===== src/rtl/audclk_pkg.sv =====
package audclk_pkg;

    // Role of the block on the shared audio clock pins
    typedef enum logic {
        ROLE_SLAVE  = 1'b0,
        ROLE_MASTER = 1'b1
    } role_e;

    // Registered top-level control state
    typedef struct packed {
        role_e role;
    } ctrl_t;

endpackage


===== src/rtl/audclk_pulse.sv =====
// Enable-pulse divider: emits one pulse every (last_i+1) advances.
module audclk_pulse #(
    parameter int W = 2
) (
    input  logic         clk_i,
    input  logic         rst_ni,
    input  logic         clr_i,
    input  logic         adv_i,
    input  logic [W-1:0] last_i,
    output logic         pulse_o
);

    typedef struct packed {
        logic [W-1:0] cnt;
    } pulse_st_t;

    pulse_st_t st_d, st_q;
    logic      at_end;

    always_comb begin
        st_d   = st_q;
        at_end = (st_q.cnt >= last_i);
        if (clr_i) begin
            st_d.cnt = '0;
        end else if (adv_i) begin
            st_d.cnt = at_end ? '0 : st_q.cnt + 1'b1;
        end
        pulse_o = adv_i && !clr_i && at_end;
    end

    always_ff @(posedge clk_i or negedge rst_ni) begin
        if (!rst_ni) st_q <= '0;
        else         st_q <= st_d;
    end

endmodule


===== src/rtl/audclk_phase.sv =====
// Square-wave divider: period (last_i+1) advances, low while count < half_i.
module audclk_phase #(
    parameter int W = 6
) (
    input  logic         clk_i,
    input  logic         rst_ni,
    input  logic         clr_i,
    input  logic         adv_i,
    input  logic [W-1:0] last_i,
    input  logic [W-1:0] half_i,
    output logic         phase_o
);

    typedef struct packed {
        logic [W-1:0] cnt;
        logic         hi;
    } phase_st_t;

    phase_st_t st_d, st_q;

    always_comb begin
        st_d = st_q;
        if (clr_i) begin
            st_d.cnt = '0;
        end else if (adv_i) begin
            st_d.cnt = (st_q.cnt >= last_i) ? '0 : st_q.cnt + 1'b1;
        end
        // Output level is registered alongside the count it decodes
        st_d.hi = (st_d.cnt >= half_i);
    end

    always_ff @(posedge clk_i or negedge rst_ni) begin
        if (!rst_ni) st_q <= '0;
        else         st_q <= st_d;
    end

    assign phase_o = st_q.hi;

endmodule


===== src/rtl/audclk_master_div.sv =====
module audclk_master_div
    import audclk_pkg::*;
#(
    parameter int PRE_W       = 2,
    parameter int FDIV_W      = 8,
    parameter int BDIV_W      = 6,
    parameter int ADIV_W      = 4,
    parameter int FRAME_SHIFT = 4
) (
    input  logic              mclk_i,
    input  logic              rst_ni,
    input  logic              master_i,
    input  logic [PRE_W-1:0]  presc_code_i,
    input  logic [FDIV_W-1:0] frame_div_i,
    input  logic [BDIV_W-1:0] bit_div_i,
    input  logic [ADIV_W-1:0] adc_div_i,
    input  logic              ext_lrck_i,
    input  logic              ext_sclk_i,
    output logic              imclk_en_o,
    output logic              adc_en_o,
    output logic              lrck_o,
    output logic              sclk_o,
    output logic              lrck_oe_o,
    output logic              sclk_oe_o
);

    localparam int FRAME_W = FDIV_W + FRAME_SHIFT;
    localparam logic [BDIV_W-1:0] BIT_MIN = BDIV_W'(2);

    ctrl_t ctrl_d, ctrl_q;

    logic                restart;
    logic                hold;
    logic                tick;
    logic [BDIV_W-1:0]   bit_n, bit_last, bit_half;
    logic [FDIV_W-1:0]   frame_sel;
    logic [FRAME_W-1:0]  frame_f, frame_last, frame_half;
    logic [ADIV_W-1:0]   adc_last;
    logic                bit_ph, frame_ph;

    // Mode register and divider limits
    always_comb begin
        ctrl_d      = ctrl_q;
        ctrl_d.role = master_i ? ROLE_MASTER : ROLE_SLAVE;

        restart = master_i && (ctrl_q.role == ROLE_SLAVE);
        hold    = (ctrl_q.role == ROLE_SLAVE);

        bit_n    = (bit_div_i < BIT_MIN) ? BIT_MIN : bit_div_i;
        bit_last = bit_n - 1'b1;
        bit_half = bit_n >> 1;

        frame_sel  = (frame_div_i == '0) ? FDIV_W'(1) : frame_div_i;
        frame_f    = {frame_sel, {FRAME_SHIFT{1'b0}}};
        frame_last = frame_f - 1'b1;
        frame_half = frame_f >> 1;

        adc_last = (adc_div_i == '0) ? '0 : adc_div_i - 1'b1;
    end

    always_ff @(posedge mclk_i or negedge rst_ni) begin
        if (!rst_ni) ctrl_q <= '{role: ROLE_SLAVE};
        else         ctrl_q <= ctrl_d;
    end

    // Prescaler: tick every presc_code_i+1 master clocks
    audclk_pulse #(.W(PRE_W)) u_presc (
        .clk_i   (mclk_i),
        .rst_ni  (rst_ni),
        .clr_i   (restart),
        .adv_i   (1'b1),
        .last_i  (presc_code_i),
        .pulse_o (tick)
    );

    // ADC enable divider, counted in ticks
    audclk_pulse #(.W(ADIV_W)) u_adc (
        .clk_i   (mclk_i),
        .rst_ni  (rst_ni),
        .clr_i   (restart),
        .adv_i   (tick),
        .last_i  (adc_last),
        .pulse_o (adc_en_o)
    );

    // Bit clock
    audclk_phase #(.W(BDIV_W)) u_bit (
        .clk_i   (mclk_i),
        .rst_ni  (rst_ni),
        .clr_i   (hold),
        .adv_i   (tick),
        .last_i  (bit_last),
        .half_i  (bit_half),
        .phase_o (bit_ph)
    );

    // Frame clock
    audclk_phase #(.W(FRAME_W)) u_frame (
        .clk_i   (mclk_i),
        .rst_ni  (rst_ni),
        .clr_i   (hold),
        .adv_i   (tick),
        .last_i  (frame_last),
        .half_i  (frame_half),
        .phase_o (frame_ph)
    );

    // Pin side
    always_comb begin
        imclk_en_o = tick;
        lrck_oe_o  = (ctrl_q.role == ROLE_MASTER);
        sclk_oe_o  = (ctrl_q.role == ROLE_MASTER);
        lrck_o     = lrck_oe_o ? frame_ph : ext_lrck_i;
        sclk_o     = sclk_oe_o ? bit_ph   : ext_sclk_i;
    end

endmodule


===== config.mk =====
export PLATFORM = sky130hd
export DESIGN_NAME = audclk_master_div
export DESIGN_NICKNAME = d
export VERILOG_FILES = /design/src/rtl/audclk_pkg.sv /design/src/rtl/audclk_pulse.sv /design/src/rtl/audclk_phase.sv /design/src/rtl/audclk_master_div.sv
export SDC_FILE = /design/constraint.sdc
export NUM_CORES = 1
export LEC_CHECK = 0
export ABC_AREA = 1
export CAP_MARGIN = 20
export CELL_PAD_IN_SITES_DETAIL_PLACEMENT = 0
export CELL_PAD_IN_SITES_GLOBAL_PLACEMENT = 1
export CORE_MARGIN = 4
export CORE_UTILIZATION = 42
export CTS_CLUSTER_DIAMETER = 200
export DETAILED_ROUTE_END_ITERATION = 6
export GPL_TIMING_DRIVEN = 1
export HOLD_SLACK_MARGIN = 0.1
export PLACE_DENSITY = 0.84
export SYNTH_ARGS = -nofsm -noshare
export SYNTH_HDL_FRONTEND = slang
export SYNTH_HIERARCHICAL = 1
export SYNTH_SLANG_ARGS = --single-unit

===== constraint.sdc =====
create_clock -name mclk_i -period 4 [get_ports mclk_i]
set_input_delay 1.2 -clock mclk_i [delete_from_list [all_inputs] [get_ports mclk_i]]
set_output_delay 1.2 -clock mclk_i [all_outputs]
set_load 0.01 [all_outputs]

Yosys cells after proc, flatten, opt, wreduce, memory -nomap -nowiden
Cells that the tools add are included.
{ "classes": {"n_addsub": 7, "mul": 0, "div": 0, "n_lt_le_gt_ge": 7, "eq_ne": 0, "n_shift": 0, "n_mux": 17, "bitwise_logic": 1, "reduce_logical": 8} }
{ "op_table": {"columns": ["cell", "count"], "rows": [
  ["$mux W12", 3],
  ["$mux W6", 4],
  ["$mux W4", 4],
  ["$add A12 B1 Y12 const B", 1],
  ["$ge A12 B11 Y1", 1],
  ["$ge A12 B12 Y1", 1],
  ["$sub A12 B1 Y12 const B", 1],
  ["$logic_not A8 Y1", 1],
  ["$mux W8", 1],
  ["$add A6 B1 Y6 const B", 1],
  ["$ge A6 B5 Y1", 1],
  ["$ge A6 B6 Y1", 1],
  ["$lt A6 B2 Y1 const B", 1],
  ["$sub A6 B1 Y6 const B", 1],
  ["$add A4 B1 Y4 const B", 1],
  ["$ge A4 B4 Y1", 1],
  ["$logic_and A1 B1 Y1", 4],
  ["$logic_not A4 Y1", 1],
  ["$mux W2", 2],
  ["$sub A4 B1 Y4 const B", 1],
  ["$mux W1", 3],
  ["$add A2 B1 Y2 const B", 1],
  ["$ge A2 B2 Y1", 1],
  ["$reduce_bool A2 Y1", 1],
  ["other kinds (2)", 2]
]} }
{ "totals": {"regBits": 27, "latch_bits": 0, "mem_bits_rw": 0, "romBits": 0, "input_bits": 25, "out_inout_bits": 6, "wordCells": 47, "mem_count": 0} }

Depth between registers and ports, before layout
Gate-level depths: netlist (run 1).
{ "depth": {"depth_word": 8, "depth_mapped": 25, "mapped_depth_nobuf": 25} }

Hierarchy
The synthesis (run 1) kept the hierarchy.
{ "by_module_without_submodules": {"columns": ["mod", "n_inst", "cells_each", "area_each_um2", "seq_area_each_um2"], "rows": [
  ["audclk_phase (u_frame)", 1, 206, 1425.1, 325.3],
  ["audclk_phase (u_bit)", 1, 95, 703.2, 175.2],
  ["audclk_master_div", 1, 90, 471.7, 25.0],
  ["audclk_pulse (u_adc)", 1, 48, 342.8, 100.1],
  ["audclk_pulse (u_presc)", 1, 30, 183.9, 50.0]
]} }

Worst setup path before layout (run 1)
OpenSTA, ideal clock, no wires.
{ "synth_timing": {"path_kind": "input -> register", "start": "in frame_div_i[4]", "end": "reg u_frame.st_q, in the netlist u_frame/phase_o", "setup_time_ps": 130, "t_arrival_ps": 3692, "required_time_ps": 3870, "setup_slack_ps": 178, "path_stages": 24, "n_path_buf": 1, "cell_sequence": "inv_1 nand2_1 nor2_2 nand2_2 nand2_1 inv_1 ha_1 nand2_1 xnor2_1 inv_1 ha_1 nand2_1 inv_1 nand2_1 nand2_1 a21oi_1 nand2_2 buf_6 a21oi_1 ha_1 a21oi_1 o21ai_0 nand2_1 nand4_1"} }
{ "synth_rtl": {"columns": ["item", "line_no", "rtl"], "rows": [
  ["start: declaration", "audclk_master_div.sv:14", "input logic [FDIV_W-1:0] frame_div_i,"],
  ["end signal: assignment", "audclk_phase.sv:34", "else st_q <= st_d;"],
  ["end: declaration", "audclk_phase.sv:19", "phase_st_t st_d, st_q;"]
]} }

==> impl_metrics.xml, run 1 <==
<?xml version="1.0" encoding="UTF-8"?>
<metrics>
  <group name="route">
    <metric name="post_drt_wl_per_cell" unit="µm">12.4</metric>
    <metric name="viasPerCell" unit="">4.77</metric>
    <metric name="antenna_violating_nets_post_route" unit="">0</metric>
    <metric name="dr_total_vias" unit="">3138</metric>
    <metric name="remaining_drc_errors" unit="">0</metric>
    <metric name="initialDrtViolationCount" unit="">119</metric>
    <metric name="postRouteWirelength" unit="µm">8180</metric>
    <metric name="drt_pre_antenna_iters" unit="">4</metric>
  </group>
  <group name="clock_tree">
    <metric name="clkSlewWorstSetupHoldPaths" unit="ns">0.10</metric>
    <metric name="tritoncts.num_buffers" unit="">3</metric>
    <metric name="cell_chosen_for_the_clock_root" unit="">sky130_fd_sc_hd__clkbuf_8</metric>
    <metric name="tritoncts_num_sinks" unit="">27</metric>
    <metric name="clock_tree.htree_level_count" unit="">1</metric>
    <metric name="tritoncts" unit="">done</metric>
    <metric name="cts-hold-fix-buffers" unit="">0</metric>
    <metric name="max-clock-path-buffers" unit="">2</metric>
    <metric name="clock_insertion_delay_worst_skew" unit="ns">0.28</metric>
  </group>
  <group name="placed_design">
    <metric name="dp_hpwl" unit="µm">5730</metric>
    <metric name="port_buffers" unit="">30</metric>
    <metric name="post_dp_cell_area" unit="µm²">3800</metric>
    <metric name="finalWeightedCongestion" unit="">0.846</metric>
    <metric name="dp_slack" unit="ns">-0.573</metric>
  </group>
  <group name="logic_synthesis">
    <metric name="yosys.cell_types.count" unit="">38</metric>
    <metric name="ys.flop_type" unit="">sky130_fd_sc_hd__dfrtp_1</metric>
    <metric name="leading_cell_types_by_total_area_after_synthesis" unit="">sky130_fd_sc_hd__dfrtp_1 22%, sky130_fd_sc_hd__ha_1 19%, sky130_fd_sc_hd__nand2_1 13%</metric>
    <metric name="mappedNetlistArea" unit="µm²">3130</metric>
    <metric name="post_synthesis_area_per_instance" unit="µm²">6.67</metric>
    <metric name="synth-seq-area-share" unit="%">21.6</metric>
    <metric name="synth_top_cells_by_count" unit="">111 x sky130_fd_sc_hd__nand2_1, 98 x sky130_fd_sc_hd__inv_1, 47 x sky130_fd_sc_hd__ha_1, 31 x sky130_fd_sc_hd__nor2_1, 29 x sky130_fd_sc_hd__a21oi_1</metric>
    <metric name="synth_seq_cells" unit="">27</metric>
    <metric name="number_of_enable_type_register_cells_in_the_synthesized_netlist" unit="">0</metric>
    <metric name="post_synth_inst_count" unit="">469</metric>
    <metric name="synth_largest_area_cell" unit="">sky130_fd_sc_hd__dfrtp_1</metric>
    <metric name="yosys.cell_count.top_type" unit="">sky130_fd_sc_hd__nand2_1</metric>
    <metric name="synthDominantCellAreaShare" unit="%">21.6</metric>
    <metric name="async_reset_ff_share" unit="%">100</metric>
    <metric name="yosysWarnings" unit="">6</metric>
  </group>
  <group name="worst_setup_path">
    <metric name="critical_path.slowest_cell" unit="">sky130_fd_sc_hd__ha_4</metric>
    <metric name="regToRegEndpoint" unit="">u_frame/phase_o$_DFF_PN0_</metric>
    <metric name="regToRegStartpoint" unit="">u_presc/st_q[1]$_DFFE_PN0P_</metric>
    <metric name="criticalPathCategory" unit="">input port to flip-flop</metric>
    <metric name="critical_path_required" unit="ns">4.22</metric>
    <metric name="worst_r2r_path_depth" unit="">17</metric>
    <metric name="critical_path.max_fanout" unit="">6</metric>
    <metric name="critical_path.n_buffers_inverters" unit="">5</metric>
    <metric name="rrSetupSlack" unit="ns">1.13</metric>
    <metric name="path_delay_family" unit="">simple AND/OR/NAND/NOR gates</metric>
    <metric name="critical_path_arrival" unit="ns">4.16</metric>
    <metric name="cp-start-kind" unit="">input port</metric>
    <metric name="critPathMaxStageDelay" unit="ns">0.28</metric>
    <metric name="crit_path_end_kind" unit="">flip-flop</metric>
  </group>
  <group name="pwr">
    <metric name="power.density_cell_area" unit="nW/µm²">199</metric>
    <metric name="ir_worst_vdd" unit="µV">131</metric>
    <metric name="fin_total_pwr" unit="W">0.000910</metric>
    <metric name="switchingPower" unit="W">0.000354</metric>
    <metric name="p_sw_share" unit="%">38.9</metric>
    <metric name="comb_power_share" unit="%">46.8</metric>
    <metric name="leakagePower" unit="nW">2.41</metric>
    <metric name="cell_internal_pwr" unit="W">0.000556</metric>
    <metric name="power.share.sequential" unit="%">35.5</metric>
    <metric name="power.clock.fraction" unit="%">17.6</metric>
  </group>
  <group name="final_layout">
    <metric name="ff_latch_area" unit="µm²">676</metric>
    <metric name="final.fill_count" unit="">629</metric>
    <metric name="synth_to_layout_area_growth" unit="%">45.9</metric>
    <metric name="n_antenna_cell" unit="">0</metric>
    <metric name="fin_nets" unit="">632</metric>
    <metric name="final_layout_size_suffix_gt1_share" unit="%">31.8</metric>
    <metric name="multiInputGateArea" unit="µm²">2510</metric>
    <metric name="layout.cell_area.non_filler" unit="µm²">4560</metric>
  </group>
  <group name="floorplan">
    <metric name="io_pins" unit="">31</metric>
    <metric name="core.rowCount" unit="">31</metric>
    <metric name="floorplan.core_area" unit="µm²">7250</metric>
    <metric name="die_height" unit="µm">94.3</metric>
    <metric name="initial_core_utilization" unit="%">43.1</metric>
    <metric name="design.die.area" unit="µm²">8890</metric>
    <metric name="die_w" unit="µm">94.3</metric>
  </group>
  <group name="sta">
    <metric name="final.period_utilization" unit="%">98.5</metric>
    <metric name="final_critical_path_setup_slack" unit="ns">0.0614</metric>
    <metric name="fin_setup_tns" unit="ns">0</metric>
    <metric name="report.final.hold_viol_count" unit="">0</metric>
    <metric name="timing.hold.ws" unit="ns">0.614</metric>
    <metric name="min_period" unit="ns">3.94</metric>
    <metric name="max_freq" unit="MHz">254</metric>
    <metric name="setup-violations-final" unit="">0</metric>
    <metric name="clock-skew-final" unit="ns">0.00653</metric>
    <metric name="final-max-slew-violation-count" unit="">0</metric>
    <metric name="grt_setup_unrepaired" unit="">true</metric>
  </group>
  <group name="hold_path">
    <metric name="hold-path-cell-count" unit="">3</metric>
    <metric name="worstHoldEndpoint" unit="">u_presc/st_q[0]$_DFFE_PN0P_</metric>
    <metric name="hold_path.class" unit="">flip-flop to flip-flop</metric>
    <metric name="hp-start" unit="">u_presc/st_q[0]$_DFFE_PN0P_</metric>
  </group>
  <group name="outcome">
    <metric name="run_status" unit="">complete, no violations</metric>
  </group>
  <group name="run">
    <metric name="drv_cap" unit="">0</metric>
  </group>
  <group name="global_routing">
    <metric name="grt_util_all_layers" unit="%">17.7</metric>
    <metric name="grt_overflow_total" unit="">0</metric>
    <metric name="antenna_found_initial" unit="">0</metric>
    <metric name="grt_pass1_wl" unit="µm">13000</metric>
    <metric name="via_count_of_the_first_global_routing_pass" unit="">2863</metric>
    <metric name="grt_start_max_net_pins" unit="">30</metric>
  </group>
</metrics>
layout by cell type (no fill, tap or decap), types with 4 or more instances in the layout:
| cell | synthesis | layout |
|---|---|---|
| sky130_fd_sc_hd__ha_1 | 47 | 33 |
| sky130_fd_sc_hd__buf_6 | 3 | 5 |
| sky130_fd_sc_hd__a21oi_1 | 29 | 9 |
| sky130_fd_sc_hd__o21ai_0 | 9 | 6 |
| sky130_fd_sc_hd__nand3_1 | 25 | 21 |
| sky130_fd_sc_hd__inv_1 | 98 | 91 |
| sky130_fd_sc_hd__nor2_2 | 7 | 8 |
| sky130_fd_sc_hd__dlygate4sd2_1 | 0 | 4 |
| sky130_fd_sc_hd__buf_4 | 1 | 56 |
| sky130_fd_sc_hd__nand4_1 | 9 | 9 |
| sky130_fd_sc_hd__ha_4 | 0 | 14 |
| sky130_fd_sc_hd__o21bai_1 | 7 | 7 |
| sky130_fd_sc_hd__a21oi_2 | 7 | 15 |
| sky130_fd_sc_hd__a21oi_4 | 0 | 12 |
| sky130_fd_sc_hd__nand2_2 | 7 | 18 |
| sky130_fd_sc_hd__clkdlybuf4s50_1 | 0 | 17 |
| sky130_fd_sc_hd__conb_1 | 2 | 11 |
| sky130_fd_sc_hd__nand2_1 | 111 | 93 |
| sky130_fd_sc_hd__dfrtp_1 | 27 | 27 |
| sky130_fd_sc_hd__inv_2 | 5 | 12 |
| sky130_fd_sc_hd__nor2_1 | 31 | 26 |
| sky130_fd_sc_hd__nand3_2 | 1 | 5 |
| sky130_fd_sc_hd__nor2_4 | 4 | 8 |
| sky130_fd_sc_hd__nand2_4 | 0 | 6 |
metrics by stage:
step | util, % | instances
floorplan | - | 478
global placement | 52.5 | 632
detailed placement | 52.5 | 632
finish | 62.9 | 658
global route | 62.9 | 658
CTS | 55.8 | 651
worst register-to-register path: cells and delay by family (launching register included):
family / cells / cell delay, ns
simple gates: 8 / 0.84
fa+ha+maj: 2 / 0.54
compound gates: 4 / 0.51
flops: 1 / 0.43
buf+inv: 3 / 0.43
sequential cells by signal (all words and copies together) (netlist names):
register         cells
u_frame/st_q        12
u_bit/phase_o        1
u_bit/st_q           6
u_adc/st_q           4
u_presc/st_q         2
lrck_oe_o            1
u_frame/phase_o      1
timing repair:
item,in CTS,in global routing
buffers inserted,14,7
gates resized for setup,37,96
pin swaps,16,47
setup endpoints to repair,4,4
gates cloned,1,0
logic make-up after synthesis:
family,after synthesis,share of synthesized area (%)
flops,27,21.6
fa+ha+maj,47,18.8
compound gates,64,12.6
other cells,2,0.240
simple gates,203,29.5
xor+xnor,5,1.40
buf+inv,121,15.8
cell type report:
cell class	instances	area share [%]
clock buffer	3	0.905
clock inverter	1	0.110
inverter	105	8.94
multi-input combinational	331	55.1
sequential	27	14.8
tap	99	2.72
timing repair buffer	92	17.4
power by group through the flow:
stage                     Combinational [W]  Sequential (W)  Clock [W]
after global routing               0.000483        0.000328   0.000177
after detailed placement           0.000351        0.000329          0
final                              0.000426        0.000323   0.000160
after global placement             0.000343        0.000327          0
after floorplan                    0.000226        0.000321          0
after CTS                          0.000366        0.000323   0.000165
routing by layer:
layer  vias to the layer above  track usage, %  share of wire, %
li1                       1638               -                 -
met1                      1428            25.0                46
met2                        62            30.0                50
met3                        10            1.04               3.0
met4                         0            3.25               1.1
met5                         -               0                 0
worst max path at each step:
stage,startpoint,depth (start not counted),to
floorplan,frame_div_i[4],24,u_frame/phase_o$_DFF_PN0_
global placement,adc_div_i[1],14,adc_en_o
detailed placement,adc_div_i[1],14,adc_en_o
CTS,bit_div_i[5],21,u_bit/phase_o$_DFF_PN0_
global route,frame_div_i[3],25,u_frame/phase_o$_DFF_PN0_
finish,frame_div_i[3],25,u_frame/phase_o$_DFF_PN0_
No activity file was read; power rests on OpenSTA's default activity.
==> run 2, diff against run 1 <==
CORE_UTILIZATION = 45   (was 42)
PLACE_DENSITY = 0.89   (was 0.84)
clock period = 4.6 ns   (was 4 ns; I/O delays follow)
==> impl_metrics.xml, run 2 (synthesis gave the netlist of run 1 again) <==
<?xml version="1.0" encoding="UTF-8"?>
<metrics>
  <group name="outcome">
    <metric name="run_status" unit="">complete, no violations</metric>
  </group>
  <group name="worst_setup_path">
    <metric name="cell_seen_most_often_among_critical_path_stages" unit="">sky130_fd_sc_hd__inv_1</metric>
    <metric name="path_delay_family" unit="">buffers and inverters</metric>
    <metric name="critical_path.cell_chain" unit="">dlygate4sd2_1 -&gt; nor2_2 -&gt; inv_2 -&gt; or2_4 -&gt; a21oi_2 -&gt; inv_1 -&gt; ha_4 -&gt; nand2_2 -&gt; inv_1 -&gt; nand2_1 -&gt; nand3_2 -&gt; nand2_1 -&gt; inv_1 -&gt; dlygate4sd2_1</metric>
    <metric name="critical_path_required" unit="ns">3.22</metric>
    <metric name="critical_path.max_fanout" unit="">3</metric>
    <metric name="cp-start-kind" unit="">input port</metric>
    <metric name="critical_path_arrival" unit="ns">3.12</metric>
    <metric name="crit_path_end_kind" unit="">output port</metric>
    <metric name="criticalPathCategory" unit="">input port to output port</metric>
    <metric name="critical_path.n_buffers_inverters" unit="">6</metric>
    <metric name="critPathMaxStageDelay" unit="ns">0.27</metric>
    <metric name="critical_path.slowest_cell" unit="">sky130_fd_sc_hd__ha_4</metric>
  </group>
  <group name="sta">
    <metric name="report.final.hold_viol_count" unit="">0</metric>
    <metric name="final.period_utilization" unit="%">97.9</metric>
    <metric name="setup-violations-final" unit="">0</metric>
    <metric name="timing.hold.ws" unit="ns">0.602</metric>
    <metric name="final-max-slew-violation-count" unit="">0</metric>
    <metric name="clock-skew-final" unit="ns">0.00326</metric>
    <metric name="min_period" unit="ns">4.50</metric>
    <metric name="max_freq" unit="MHz">222</metric>
  </group>
  <group name="pwr">
    <metric name="leakagePower" unit="nW">2.14</metric>
    <metric name="power.density_cell_area" unit="nW/µm²">185</metric>
    <metric name="fin_total_pwr" unit="W">0.000713</metric>
    <metric name="ir_worst_vdd" unit="µV">126</metric>
  </group>
  <group name="route">
    <metric name="met3RoutedLength" unit="µm">172</metric>
    <metric name="postRouteWirelength" unit="µm">6600</metric>
    <metric name="initialDrtViolationCount" unit="">121</metric>
    <metric name="drt_pre_antenna_iters" unit="">4</metric>
    <metric name="remaining_drc_errors" unit="">0</metric>
    <metric name="dr.max_layer_used" unit="">met4</metric>
    <metric name="met1_length" unit="µm">3290</metric>
    <metric name="dr_wl_met2" unit="µm">3080</metric>
    <metric name="dr_total_vias" unit="">2880</metric>
    <metric name="antenna_violating_nets_post_route" unit="">0</metric>
    <metric name="post_drt_wl_per_cell" unit="µm">10.9</metric>
    <metric name="viasPerCell" unit="">4.75</metric>
  </group>
  <group name="final_layout">
    <metric name="fin_nets" unit="">599</metric>
    <metric name="layout.cell_area.non_filler" unit="µm²">3840</metric>
    <metric name="n_antenna_cell" unit="">0</metric>
    <metric name="most_frequent_cells_in_the_layout" unit="">107 x sky130_fd_sc_hd__nand2_1, 96 x sky130_fd_sc_hd__inv_1, 45 x sky130_fd_sc_hd__ha_1</metric>
    <metric name="largest_reg_flops" unit="">12</metric>
    <metric name="biggestRegsByFlops" unit="">u_frame/st_q (12), u_bit/st_q (6), u_adc/st_q (4)</metric>
    <metric name="final_layout_size_suffix_gt1_share" unit="%">16.9</metric>
    <metric name="utilization" unit="%">56.9</metric>
    <metric name="final.fill_count" unit="">658</metric>
    <metric name="multiInputGateArea" unit="µm²">2100</metric>
    <metric name="synth_to_layout_area_growth" unit="%">22.9</metric>
    <metric name="mostFrequentLayoutCell" unit="">sky130_fd_sc_hd__nand2_1</metric>
    <metric name="largest_register" unit="">u_frame/st_q</metric>
    <metric name="ff_latch_area" unit="µm²">676</metric>
  </group>
  <group name="floorplan">
    <metric name="die_w" unit="µm">91.4</metric>
    <metric name="initial_core_utilization" unit="%">46.3</metric>
    <metric name="floorplan.core_area" unit="µm²">6760</metric>
    <metric name="io_pins" unit="">31</metric>
    <metric name="core.rowCount" unit="">30</metric>
    <metric name="die_height" unit="µm">91.4</metric>
    <metric name="design.die.area" unit="µm²">8350</metric>
  </group>
  <group name="clock_tree">
    <metric name="max-clock-path-buffers" unit="">2</metric>
    <metric name="clock_insertion_delay_worst_skew" unit="ns">0.27</metric>
    <metric name="tritoncts" unit="">done</metric>
    <metric name="tritoncts.num_buffers" unit="">3</metric>
    <metric name="tritoncts_num_sinks" unit="">27</metric>
    <metric name="cell_chosen_for_the_clock_root" unit="">sky130_fd_sc_hd__clkbuf_8</metric>
    <metric name="clkSlewWorstSetupHoldPaths" unit="ns">0.09</metric>
    <metric name="clock_tree.htree_level_count" unit="">1</metric>
  </group>
  <group name="placed_design">
    <metric name="post_dp_cell_area" unit="µm²">3680</metric>
    <metric name="dp_hpwl" unit="µm">5310</metric>
    <metric name="port_buffers" unit="">30</metric>
    <metric name="finalWeightedCongestion" unit="">0.809</metric>
  </group>
  <group name="global_routing">
    <metric name="grt_overflow_total" unit="">0</metric>
    <metric name="antenna_found_initial" unit="">0</metric>
    <metric name="grt_util_all_layers" unit="%">15.9</metric>
    <metric name="grt_start_max_net_pins" unit="">36</metric>
    <metric name="grt_pass1_wl" unit="µm">11300</metric>
    <metric name="via_count_of_the_first_global_routing_pass" unit="">2681</metric>
  </group>
  <group name="hold_path">
    <metric name="hold_path.class" unit="">flip-flop to flip-flop</metric>
  </group>
  <group name="run">
    <metric name="drv_cap" unit="">0</metric>
  </group>
</metrics>
## run 2: worst paths after layout
kind / start / end / slack [ns] / cells past startpoint
max: adc_div_i[1] / adc_en_o / 0.1 / 14
min: u_presc/st_q[0]$_DFFE_PN0P_ / u_presc/st_q[0]$_DFFE_PN0P_ / 0.60 / 3
max reg2reg: u_presc/st_q[1]$_DFFE_PN0P_ / u_frame/phase_o$_DFF_PN0_ / 1.58 / 17
min reg2reg: u_presc/st_q[0]$_DFFE_PN0P_ / u_presc/st_q[0]$_DFFE_PN0P_ / 0.60 / 3
max in group asynchronous: rst_ni / u_frame/st_q[2]$_DFF_PN0_ / 2.84 / 2
min in group asynchronous: rst_ni / u_frame/st_q[1]$_DFF_PN0_ / 1.49 / 2
## run 2: layout make-up
class / instances / area share (%)
inverter: 105 / 10.6
multi-input combinational: 331 / 54.6
tap: 80 / 2.60
timing repair buffer: 59 / 13.4
sequential: 27 / 17.6
clock inverter: 1 / 0.130
clock buffer: 3 / 1.07
## run 2: metal layers
| layer | up-vias | track usage, % |
|---|---|---|
| met1 | 1266 | 21.8 |
| met4 | 0 | 3.77 |
| li1 | 1573 | - |
| met3 | 6 | 1.16 |
| met2 | 35 | 27.1 |
| met5 | - | 0 |
## run 2: worst min-delay path, stage by stage (launching register included)
cell,delay [ns]
sky130_fd_sc_hd__dfrtp_1,0.42
sky130_fd_sc_hd__nor2_1,0.06
sky130_fd_sc_hd__nand2_1,0.05
sky130_fd_sc_hd__nand2_1,0.04
## run 2: metrics by stage
step                      TNS [ns]  worst slack (ns)  std cells
after floorplan                  0             0.598        478
after CTS                        0            0.0119        603
after global routing       -0.0425           -0.0338        606
final                            0            0.0971        606
after global placement      -0.463            -0.293        599
after detailed placement    -0.672            -0.387        599
## run 2: timing repair
action	4_1_cts	5_1_grt
hold buffers	0	0
setup endpoints to repair	1	2
setup buffers	0	2
gates resized for setup	3	27
gates cloned	0	1
pin swaps	2	10
## run 2: report_power, final
group	total (W)	switching, W	internal [W]
clock	0.000137	0.0000761	0.0000607
sequential	0.000281	0.0000244	0.000256
combinational	0.000296	0.000167	0.000129
==> run 3, diff against run 2 <==
SLEW_MARGIN = 5   (was default)
==> results of run 3 <==
No change in the layout: final DEF, timing and power equal those of run 2.
